$ cat src/rtl/cel_pkg.sv
// Package: shared types, return codes and the built-in command table.
// Assumes 16-bit opcodes laid out as {set, command}.
package cel_pkg;

    localparam int OPC_W = 16;
    localparam int EFF_W = 16;

    // Side-effect mask bits
    localparam logic [EFF_W-1:0] EFF_CFG    = 16'h0002;
    localparam logic [EFF_W-1:0] EFF_DATA   = 16'h0004;
    localparam logic [EFF_W-1:0] EFF_POLICY = 16'h0008;
    localparam logic [EFF_W-1:0] EFF_LOG    = 16'h0010;

    // Return codes
    localparam logic [7:0] RC_OK        = 8'h00;
    localparam logic [7:0] RC_BAD_RANGE = 8'h02;
    localparam logic [7:0] RC_NO_LOG    = 8'h03;

    typedef struct packed {
        logic             hit;
        logic [EFF_W-1:0] eff;
    } tbl_hit_t;

    typedef enum logic { RD_IDLE = 1'b0, RD_STREAM = 1'b1 } rd_state_t;

    // Command table lookup: reports whether an opcode is supported and its effects.
    function automatic tbl_hit_t cmd_lookup(input logic [OPC_W-1:0] opc);
        tbl_hit_t r;
        r.hit = 1'b1;
        r.eff = '0;
        case (opc)
            16'h0100, 16'h0102, 16'h0200, 16'h0300,
            16'h0400, 16'h0401, 16'h4000, 16'h4100,
            16'h4102: r.eff = '0;
            16'h0101: r.eff = EFF_LOG;
            16'h0103: r.eff = EFF_CFG;
            16'h0301: r.eff = EFF_POLICY;
            16'h4103: r.eff = EFF_CFG | EFF_DATA;
            default:  r.hit = 1'b0;
        endcase
        return r;
    endfunction

endpackage

$ cat src/rtl/cel_builder.sv
// Builder: after reset, walks every opcode once in ascending order and emits
// a write for each opcode found in the command table.
// Assumes the store has room for MAX_ENTRIES; extra hits are dropped.
module cel_builder
    import cel_pkg::*;
#(
    parameter int MAX_ENTRIES = 16,
    localparam int IDX_W = $clog2(MAX_ENTRIES),
    localparam int CNT_W = $clog2(MAX_ENTRIES + 1)
) (
    input  logic             clk,
    input  logic             rst_n,
    output logic             wr_en,
    output logic [IDX_W-1:0] wr_idx,
    output logic [31:0]      wr_data,
    output logic [CNT_W-1:0] entry_cnt,
    output logic             done
);
    localparam logic [CNT_W-1:0] CNT_MAX = CNT_W'(MAX_ENTRIES);

    logic [OPC_W-1:0] opc;
    tbl_hit_t         look;

    // Table probe for the opcode under scan
    always_comb look = cmd_lookup(opc);

    assign wr_en   = !done && look.hit && (entry_cnt < CNT_MAX);
    assign wr_idx  = entry_cnt[IDX_W-1:0];
    assign wr_data = {look.eff, opc};

    // Scan counter, entry counter and completion flag
    always_ff @(posedge clk) begin
        if (!rst_n) begin
            opc       <= '0;
            entry_cnt <= '0;
            done      <= 1'b0;
        end else if (!done) begin
            if (wr_en) entry_cnt <= entry_cnt + 1'b1;
            if (opc == {OPC_W{1'b1}}) done <= 1'b1;
            else                      opc  <= opc + 1'b1;
        end
    end

    // Checker state: last opcode written, for the ordering property
    logic [OPC_W-1:0] prev_opc;
    logic             seen;
    always_ff @(posedge clk) begin
        if (!rst_n) begin
            prev_opc <= '0;
            seen     <= 1'b0;
        end else if (wr_en) begin
            prev_opc <= opc;
            seen     <= 1'b1;
        end
    end

    // entries are written in strictly ascending opcode order
    p_ascending_r2: assert property (@(posedge clk) disable iff (!rst_n)
        (wr_en && seen) |-> (wr_data[OPC_W-1:0] > prev_opc));

    // the entry count never exceeds capacity
    p_no_overflow_r3: assert property (@(posedge clk) disable iff (!rst_n)
        entry_cnt <= CNT_MAX);

endmodule

$ cat src/rtl/cel_store.sv
// Store: holds log entries as 32-bit words and serves one byte per address.
// Assumes byte lane order {cmd, set, eff_lo, eff_hi}; out-of-log bytes are zero.
module cel_store #(
    parameter int MAX_ENTRIES = 16,
    localparam int IDX_W = $clog2(MAX_ENTRIES)
) (
    input  logic             clk,
    input  logic             rst_n,
    input  logic             wr_en,
    input  logic [IDX_W-1:0] wr_idx,
    input  logic [31:0]      wr_data,
    input  logic [31:0]      rd_addr,
    output logic [7:0]       rd_byte
);
    logic [31:0] mem [MAX_ENTRIES];

    for (genvar g = 0; g < MAX_ENTRIES; g++) begin : g_ent
        // One entry register, cleared at reset, loaded on its own index
        always_ff @(posedge clk) begin
            if (!rst_n)                                  mem[g] <= '0;
            else if (wr_en && wr_idx == IDX_W'(g))        mem[g] <= wr_data;
        end
    end

    logic [29:0] word_sel;
    logic        in_log;
    logic [31:0] word;

    // Byte fetch with zero fill beyond the entry storage
    always_comb begin
        word_sel = rd_addr[31:2];
        in_log   = word_sel < 30'(MAX_ENTRIES);
        word     = in_log ? mem[word_sel[IDX_W-1:0]] : 32'h0;
        rd_byte  = word[8*rd_addr[1:0] +: 8];
    end

endmodule

$ cat src/rtl/cel_reader.sv
// Reader: takes size and slice requests, checks range then identifier,
// answers with a one-cycle response and streams accepted slices bytewise.
// Assumes the store read is combinational on rd_addr.
module cel_reader
    import cel_pkg::*;
#(
    parameter int           MAX_ENTRIES   = 16,
    parameter int           PAYLOAD_BYTES = 256,
    parameter logic [127:0] LOG_ID        = 128'h0,
    localparam int CNT_W = $clog2(MAX_ENTRIES + 1)
) (
    input  logic             clk,
    input  logic             rst_n,
    input  logic             built,
    input  logic [CNT_W-1:0] entry_cnt,
    input  logic             req_valid,
    output logic             req_ready,
    input  logic             req_kind,
    input  logic [127:0]     req_id,
    input  logic [31:0]      req_offset,
    input  logic [31:0]      req_length,
    output logic             rsp_valid,
    output logic [7:0]       rsp_code,
    output logic [31:0]      rsp_value,
    output logic [31:0]      rd_addr,
    input  logic [7:0]       rd_byte,
    output logic             out_valid,
    input  logic             out_ready,
    output logic [7:0]       out_data,
    output logic             out_last
);
    localparam logic [32:0] LIMIT = 33'(PAYLOAD_BYTES);

    rd_state_t   state;
    logic [31:0] ptr;
    logic [31:0] remain;
    logic        take;
    logic        too_big;
    logic        id_bad;
    logic [7:0]  code_n;
    logic [31:0] value_n;

    assign req_ready = built && (state == RD_IDLE);
    assign take      = req_valid && req_ready;

    // Request evaluation: range first, then identifier
    always_comb begin
        too_big = ({1'b0, req_offset} + {1'b0, req_length}) > LIMIT;
        id_bad  = req_id != LOG_ID;
        if (!req_kind) begin
            code_n  = RC_OK;
            value_n = {{(30-CNT_W){1'b0}}, entry_cnt, 2'b00};
        end else if (too_big) begin
            code_n  = RC_BAD_RANGE;
            value_n = '0;
        end else if (id_bad) begin
            code_n  = RC_NO_LOG;
            value_n = '0;
        end else begin
            code_n  = RC_OK;
            value_n = req_length;
        end
    end

    // Response strobe and registered result
    always_ff @(posedge clk) begin
        if (!rst_n) begin
            rsp_valid <= 1'b0;
            rsp_code  <= '0;
            rsp_value <= '0;
        end else begin
            rsp_valid <= take;
            if (take) begin
                rsp_code  <= code_n;
                rsp_value <= value_n;
            end
        end
    end

    // Stream state machine: pointer and remaining byte count
    always_ff @(posedge clk) begin
        if (!rst_n) begin
            state  <= RD_IDLE;
            ptr    <= '0;
            remain <= '0;
        end else if (state == RD_IDLE) begin
            if (take && req_kind && code_n == RC_OK && req_length != 0) begin
                state  <= RD_STREAM;
                ptr    <= req_offset;
                remain <= req_length;
            end
        end else if (out_ready) begin
            ptr    <= ptr + 1'b1;
            remain <= remain - 1'b1;
            if (remain == 32'd1) state <= RD_IDLE;
        end
    end

    assign rd_addr   = ptr;
    assign out_valid = (state == RD_STREAM);
    assign out_data  = rd_byte;
    assign out_last  = out_valid && (remain == 32'd1);

    // stalled byte holds
    p_hold_r10: assert property (@(posedge clk) disable iff (!rst_n)
        (out_valid && !out_ready) |=> (out_valid && $stable(out_data) && $stable(out_last)));

    // no request accepted while streaming
    p_busy_r12: assert property (@(posedge clk) disable iff (!rst_n)
        out_valid |-> !req_ready);

    // response strobe lasts one cycle
    p_pulse_r12: assert property (@(posedge clk) disable iff (!rst_n)
        rsp_valid |=> !rsp_valid);

    // a rejected request never streams
    p_reject_quiet_r6: assert property (@(posedge clk) disable iff (!rst_n)
        (rsp_valid && rsp_code != RC_OK) |-> !out_valid);

    // a stream never reads beyond the buffer
    p_in_buffer_r5: assert property (@(posedge clk) disable iff (!rst_n)
        out_valid |-> ({1'b0, ptr} < LIMIT));

endmodule

$ cat src/rtl/cel_engine.sv
// Top: command effects log engine. Builds the log after reset, then serves
// size and slice requests onto a byte stream.
// Assumes requests are held stable while req_valid is high.
module cel_engine #(
    parameter int           MAX_ENTRIES   = 16,
    parameter int           PAYLOAD_BYTES = 256,
    parameter logic [127:0] LOG_ID        = 128'h7e21_94ac_05d3_4b1f_a86e_c2f0_3917_d54b
) (
    input  logic         clk,
    input  logic         rst_n,
    input  logic         req_valid,
    output logic         req_ready,
    input  logic         req_kind,
    input  logic [127:0] req_id,
    input  logic [31:0]  req_offset,
    input  logic [31:0]  req_length,
    output logic         rsp_valid,
    output logic [7:0]   rsp_code,
    output logic [31:0]  rsp_value,
    output logic         out_valid,
    input  logic         out_ready,
    output logic [7:0]   out_data,
    output logic         out_last
);
    localparam int IDX_W = $clog2(MAX_ENTRIES);
    localparam int CNT_W = $clog2(MAX_ENTRIES + 1);

    logic             wr_en;
    logic [IDX_W-1:0] wr_idx;
    logic [31:0]      wr_data;
    logic [CNT_W-1:0] entry_cnt;
    logic             built;
    logic [31:0]      rd_addr;
    logic [7:0]       rd_byte;

    cel_builder #(.MAX_ENTRIES(MAX_ENTRIES)) u_build (
        .clk(clk), .rst_n(rst_n), .wr_en(wr_en), .wr_idx(wr_idx),
        .wr_data(wr_data), .entry_cnt(entry_cnt), .done(built)
    );

    cel_store #(.MAX_ENTRIES(MAX_ENTRIES)) u_store (
        .clk(clk), .rst_n(rst_n), .wr_en(wr_en), .wr_idx(wr_idx),
        .wr_data(wr_data), .rd_addr(rd_addr), .rd_byte(rd_byte)
    );

    cel_reader #(
        .MAX_ENTRIES(MAX_ENTRIES), .PAYLOAD_BYTES(PAYLOAD_BYTES), .LOG_ID(LOG_ID)
    ) u_read (
        .clk(clk), .rst_n(rst_n), .built(built), .entry_cnt(entry_cnt),
        .req_valid(req_valid), .req_ready(req_ready), .req_kind(req_kind),
        .req_id(req_id), .req_offset(req_offset), .req_length(req_length),
        .rsp_valid(rsp_valid), .rsp_code(rsp_code), .rsp_value(rsp_value),
        .rd_addr(rd_addr), .rd_byte(rd_byte),
        .out_valid(out_valid), .out_ready(out_ready), .out_data(out_data),
        .out_last(out_last)
    );

    // nothing is accepted or emitted before the log is built
    p_quiet_build_r1: assert property (@(posedge clk) disable iff (!rst_n)
        !built |-> (!req_ready && !out_valid && !rsp_valid));

endmodule

$ cat config.mk
export PLATFORM = sky130hd
export DESIGN_NAME = cel_engine
export DESIGN_NICKNAME = d
export VERILOG_FILES = /design/src/rtl/cel_pkg.sv /design/src/rtl/cel_builder.sv /design/src/rtl/cel_store.sv /design/src/rtl/cel_reader.sv /design/src/rtl/cel_engine.sv
export SDC_FILE = /design/constraint.sdc
export NUM_CORES = 1
export LEC_CHECK = 0
export ABC_AREA = 1
export ABC_CLOCK_PERIOD_IN_PS = 5210
export CAP_MARGIN = 5
export CORE_ASPECT_RATIO = 1.2
export CORE_UTILIZATION = 58
export CTS_CLUSTER_SIZE = 40
export DETAILED_ROUTE_END_ITERATION = 8
export PLACE_DENSITY_LB_ADDON = 0.2
export SLEW_MARGIN = 20
export SYNTH_ARGS = -nofsm -noshare
export SYNTH_HDL_FRONTEND = slang
export SYNTH_SLANG_ARGS = --single-unit
$ cat constraint.sdc
create_clock -name clk -period 5.21 [get_ports clk]
set_clock_uncertainty 0.1 [all_clocks]
set_input_delay 1.042 -clock clk [delete_from_list [all_inputs] [get_ports clk]]
set_output_delay 1.042 -clock clk [all_outputs]
set_load 0.03 [all_outputs]
==> implementation parameters <==
Parameter                              Value

Status
  Outcome ... complete, no violations

Setup path
  Critical path launch point type ... flip-flop
  Highest fanout seen on the critical path ... 44
  Number of buffer and inverter stages on the critical path ... 3
  Crit-path leading delay family ... buffers and inverters
  FF-to-FF Start ... u_build.opc[8]$_SDFFE_PN0P_
  Delay of the slowest critical-path stage ... 0.76 ns
  Arrival time reported for the critical path endpoint ... 3.88 ns
  Critical Path RT ... 4.07 ns
  Kind of critical path ... reg2out
  Cell with the largest stage delay on the worst path ... sky130_fd_sc_hd__clkdlybuf4s50_1
  CP Capture Type ... output pin
  Most prevalent standard cell on the critical path ... sky130_fd_sc_hd__nand3_1
  Critical Path, Cell by Cell ... inv_4 -> buf_4 -> o21ai_0 -> o22ai_1 -> nand2_1 -> nand3_1 -> nand3_1 -> a221oi_1 -> clkdlybuf4s50_1

Placed design
  Final GP Congestion ... 0.990
  Number of input and output port buffers inserted ... between 200 and 250
  Detailed-placement wirelength estimate ... roughly 55000 µm
  Setup WS pre-CTS ... between 0.2 and 0.25 ns
  Placement-stage cell area ... between 20000 and 30000 µm²

Power
  Static Leakage ... 12.1 nW
  Peak supply drop ... 0.320 mV
  Total power of the final layout ... 0.00787 W
  Pwr dens ... 272 nW/µm²

Detailed routing
  Number of remaining DRC errors ... 0
  Vias/cell ... 5.76
  Routed Antenna Nets ... 0
  Total wire length ... 75300 µm
  Post-detailed-route wirelength per cell ... 19.3 µm
  Drt first-iter violations ... 2181
  DRT Pass-1 Iters ... 6
  Total vias in the final route ... 22.4k

Cells and area
  Antenna fix cells ... 0
  Final instance area ... 29000 µm²
  NumNets Final ... 3566
  Area overhead of the layout relative to synthesis ... 20.8%
  Share of layout cells above drive strength 1 ... 0.0506

Timing
  Slew at the pin closest to its max-slew limit ... 0.913 ns
  Final worst path period need ... between 5 and 6 ns
  Final-layout worst hold slack ... 0.364 ns
  RSZ-0062 raised after global routing ... false
  Highest clock rate ... 0.199 GHz
  Final number of setup-violating endpoints ... 0
  Worst slew margin ... 0.391
  Final worst path period share ... 0.964
  Minimum setup slack in the final design ... between 0.15 and 0.2 ns
  Total negative slack ... 0 ns
  Number of hold violations in the final report ... 0
  Max-slew violation total from the final report ... 0

Logic synthesis
  Synthesized area per cell ... between 8 and 9 µm²
  Fraction of registers with async set/reset ... 0
  Number of cells produced by synthesis ... 2974
  Number of synthesized flops with an enable pin ... 320
  Register bit total from synthesis ... 446
  Part of the Yosys area used for sequential elements ... 0.506
  Primary FF master, synth ... sky130_fd_sc_hd__edfxtp_1
  Post-synth design cell area ... about 24000 µm²
  Warning count from the yosys run ... 0
  Library cells used by synthesis ... 55

Clocking
  Max H-tree Level ... 2
  Number of buffers inserted by hold repair at cts ... 0
  Post-CTS Resized ... 0
  Insertion delay of the later-clocked pin in the worst-skew pair ... 0.58 ns
  Number of sinks on the clock net ... 446
  Clock root buffer master ... sky130_fd_sc_hd__clkbuf_16
  Clock buffers created by TritonCTS ... 43
  TritonCTS clock tree ... built
  Number of post-CTS setup repair buffers ... 0
  Maximum root-to-sink buffer count ... 3
  Reg clk slew, reported paths ... 0.06 ns

Die
  Standard-cell row count ... 81
  Die Span Y ... 225 µm
  Die area ... around 42000 µm²
  Starting density of the core ... 0.589
  Core area ... around 40000 µm²
  I/O pins ... 249
  Horizontal die dimension ... 188 µm

Hold path
  Worst hold-check path type ... reg2reg
  Hold Path Origin ... u_read.rsp_value[19]$_SDFFE_PN0P_

Job
  Number of maximum-capacitance violations ... 0

GRT
  Remaining global-route overflow ... 0
  Overall fraction of global-route tracks in use ... 0.354
  Number of global-route vias before repair ... approximately 22k
  Largest net degree at the start of global routing ... 92
  Global-route wire length before repair ... 116000 µm
  Antenna violations before repair ... 0
-- worst reg2reg max path, delay by kind of cell, from the launching register on --
family | cells | cell delay (ns)
buf+inv | 4 | 1.32
flops | 1 | 0.36
compound gates | 2 | 0.92
simple gates | 4 | 0.95
-- per-layer routing --
metal	vias up	wire length, µm	GRT usage
met1	10500	28400	0.426
met4	0	3310	0.158
li1	10600	-	-
met5	-	0	0
met2	1109	38300	0.637
met3	200	5280	0.0390
-- state kept, by name, indices dropped and copies added, names as in the netlist, named ones only --
register	cells
u_build.done	1
u_build.entry_cnt	5
u_build.opc	16
u_read.out_valid	1
u_read.rd_addr	32
u_read.remain	32
u_read.rsp_code	2
u_read.rsp_valid	1
u_read.rsp_value	32
u_store.mem	320
-- metrics by stage --
stage,instances,util
after global placement,3819,0.677
after global routing,3896,0.711
final,3896,0.711
after CTS,3896,0.711
after floorplan,3139,-
after detailed placement,3819,0.677
-- placed cells by master (no fill, tap or decap), drive strengths merged, types with 11 or more instances in the layout --
| cell | count |
|---|---|
| nand2 | 714 |
| nor2 | 474 |
| edfxtp | 320 |
| inv | 253 |
| clkdlybuf4s50 | 239 |
| a21oi | 211 |
| nand3 | 173 |
| conb | 166 |
| o21ai | 162 |
| dfxtp | 126 |
| clkbuf | 59 |
| buf | 56 |
| nor3 | 55 |
| nand4 | 54 |
| ha | 43 |
| o22ai | 34 |
| nor4 | 32 |
| xor2 | 23 |
| nand3b | 21 |
| a32o | 18 |
| clkinv | 16 |
| a221oi | 14 |
| a211oi | 11 |
-- report_power, final --
| part | internal [W] | switching, W | total [W] |
|---|---|---|---|
| Combinational | 0.000306 | 0.000485 | 0.000791 |
| Clock | 0.00176 | 0.00137 | 0.00313 |
| Sequential | 0.00392 | 0.0000326 | 0.00396 |
-- worst paths after layout --
check | cells past startpoint | slack (ns) | end
worst max register to register | 10 | 1.26 | u_store.mem[1][19]$_SDFFCE_PN0P_
worst min register to register | 2 | 0.36 | u_read.rsp_value[19]$_SDFFE_PN0P_
worst min-delay path | 2 | 0.36 | u_read.rsp_value[19]$_SDFFE_PN0P_
worst max-delay path | 9 | 0.19 | out_data[2]
-- logic make-up (layout without fill, tap and decap cells) --
logic type,after synthesis,count (layout),share of synthesized area
simple gates,1536,1536,0.269
buf+inv,409,627,0.0686
flops,446,446,0.506
xor+xnor,28,28,0.0102
compound gates,506,506,0.121
other cells,1,166,0.000156
fa+ha+maj,44,44,0.0233
mux,4,4,0.00167
-- cells in the mapped netlist, types with 3 or more instances --
library cell | instances | area (µm²)
sky130_fd_sc_hd__nand2_1 | 707 | 2650
sky130_fd_sc_hd__nor2_1 | 472 | 1770
sky130_fd_sc_hd__edfxtp_1 | 320 | 9610
sky130_fd_sc_hd__inv_1 | 244 | 916
sky130_fd_sc_hd__a21oi_1 | 210 | 1050
sky130_fd_sc_hd__nand3_1 | 171 | 856
sky130_fd_sc_hd__o21ai_0 | 162 | 811
sky130_fd_sc_hd__dfxtp_1 | 126 | 2520
sky130_fd_sc_hd__clkbuf_1 | 117 | 439
sky130_fd_sc_hd__nand4_1 | 53 | 332
sky130_fd_sc_hd__nor3_1 | 49 | 245
sky130_fd_sc_hd__ha_1 | 43 | 538
sky130_fd_sc_hd__o22ai_1 | 34 | 213
sky130_fd_sc_hd__nor4_1 | 32 | 200
sky130_fd_sc_hd__xor2_1 | 23 | 201
sky130_fd_sc_hd__nand3b_1 | 21 | 158
sky130_fd_sc_hd__a32o_1 | 18 | 180
sky130_fd_sc_hd__a221oi_1 | 14 | 123
sky130_fd_sc_hd__a211oi_1 | 11 | 82.6
sky130_fd_sc_hd__buf_1 | 10 | 37.5
sky130_fd_sc_hd__buf_2 | 10 | 50.1
sky130_fd_sc_hd__o31ai_1 | 10 | 75.1
sky130_fd_sc_hd__a22oi_1 | 9 | 67.6
sky130_fd_sc_hd__buf_6 | 9 | 101
sky130_fd_sc_hd__buf_4 | 8 | 60.1
sky130_fd_sc_hd__clkinv_1 | 8 | 30.0
sky130_fd_sc_hd__nand2_2 | 7 | 43.8
sky130_fd_sc_hd__o21bai_1 | 7 | 52.6
sky130_fd_sc_hd__or2_2 | 7 | 43.8
sky130_fd_sc_hd__nor3_2 | 6 | 60.1
sky130_fd_sc_hd__o211ai_1 | 6 | 45.0
sky130_fd_sc_hd__a31oi_1 | 5 | 31.3
sky130_fd_sc_hd__xnor2_1 | 5 | 43.8
sky130_fd_sc_hd__a32oi_1 | 4 | 35.0
sky130_fd_sc_hd__mux2i_1 | 4 | 40.0
sky130_fd_sc_hd__o311ai_0 | 4 | 35.0
sky130_fd_sc_hd__inv_2 | 3 | 11.3
sky130_fd_sc_hd__o21a_1 | 3 | 22.5
-- area by class of cell --
type	count	area [µm²]
clock buffer	59	1180
inverter	255	960
timing repair buffer	295	2890
multi-input combinational	2284	10900
sequential	446	12100
fill	3157	11800
clock inverter	18	228
tap	539	674
Note: power is estimated with default switching activity, not from simulation.
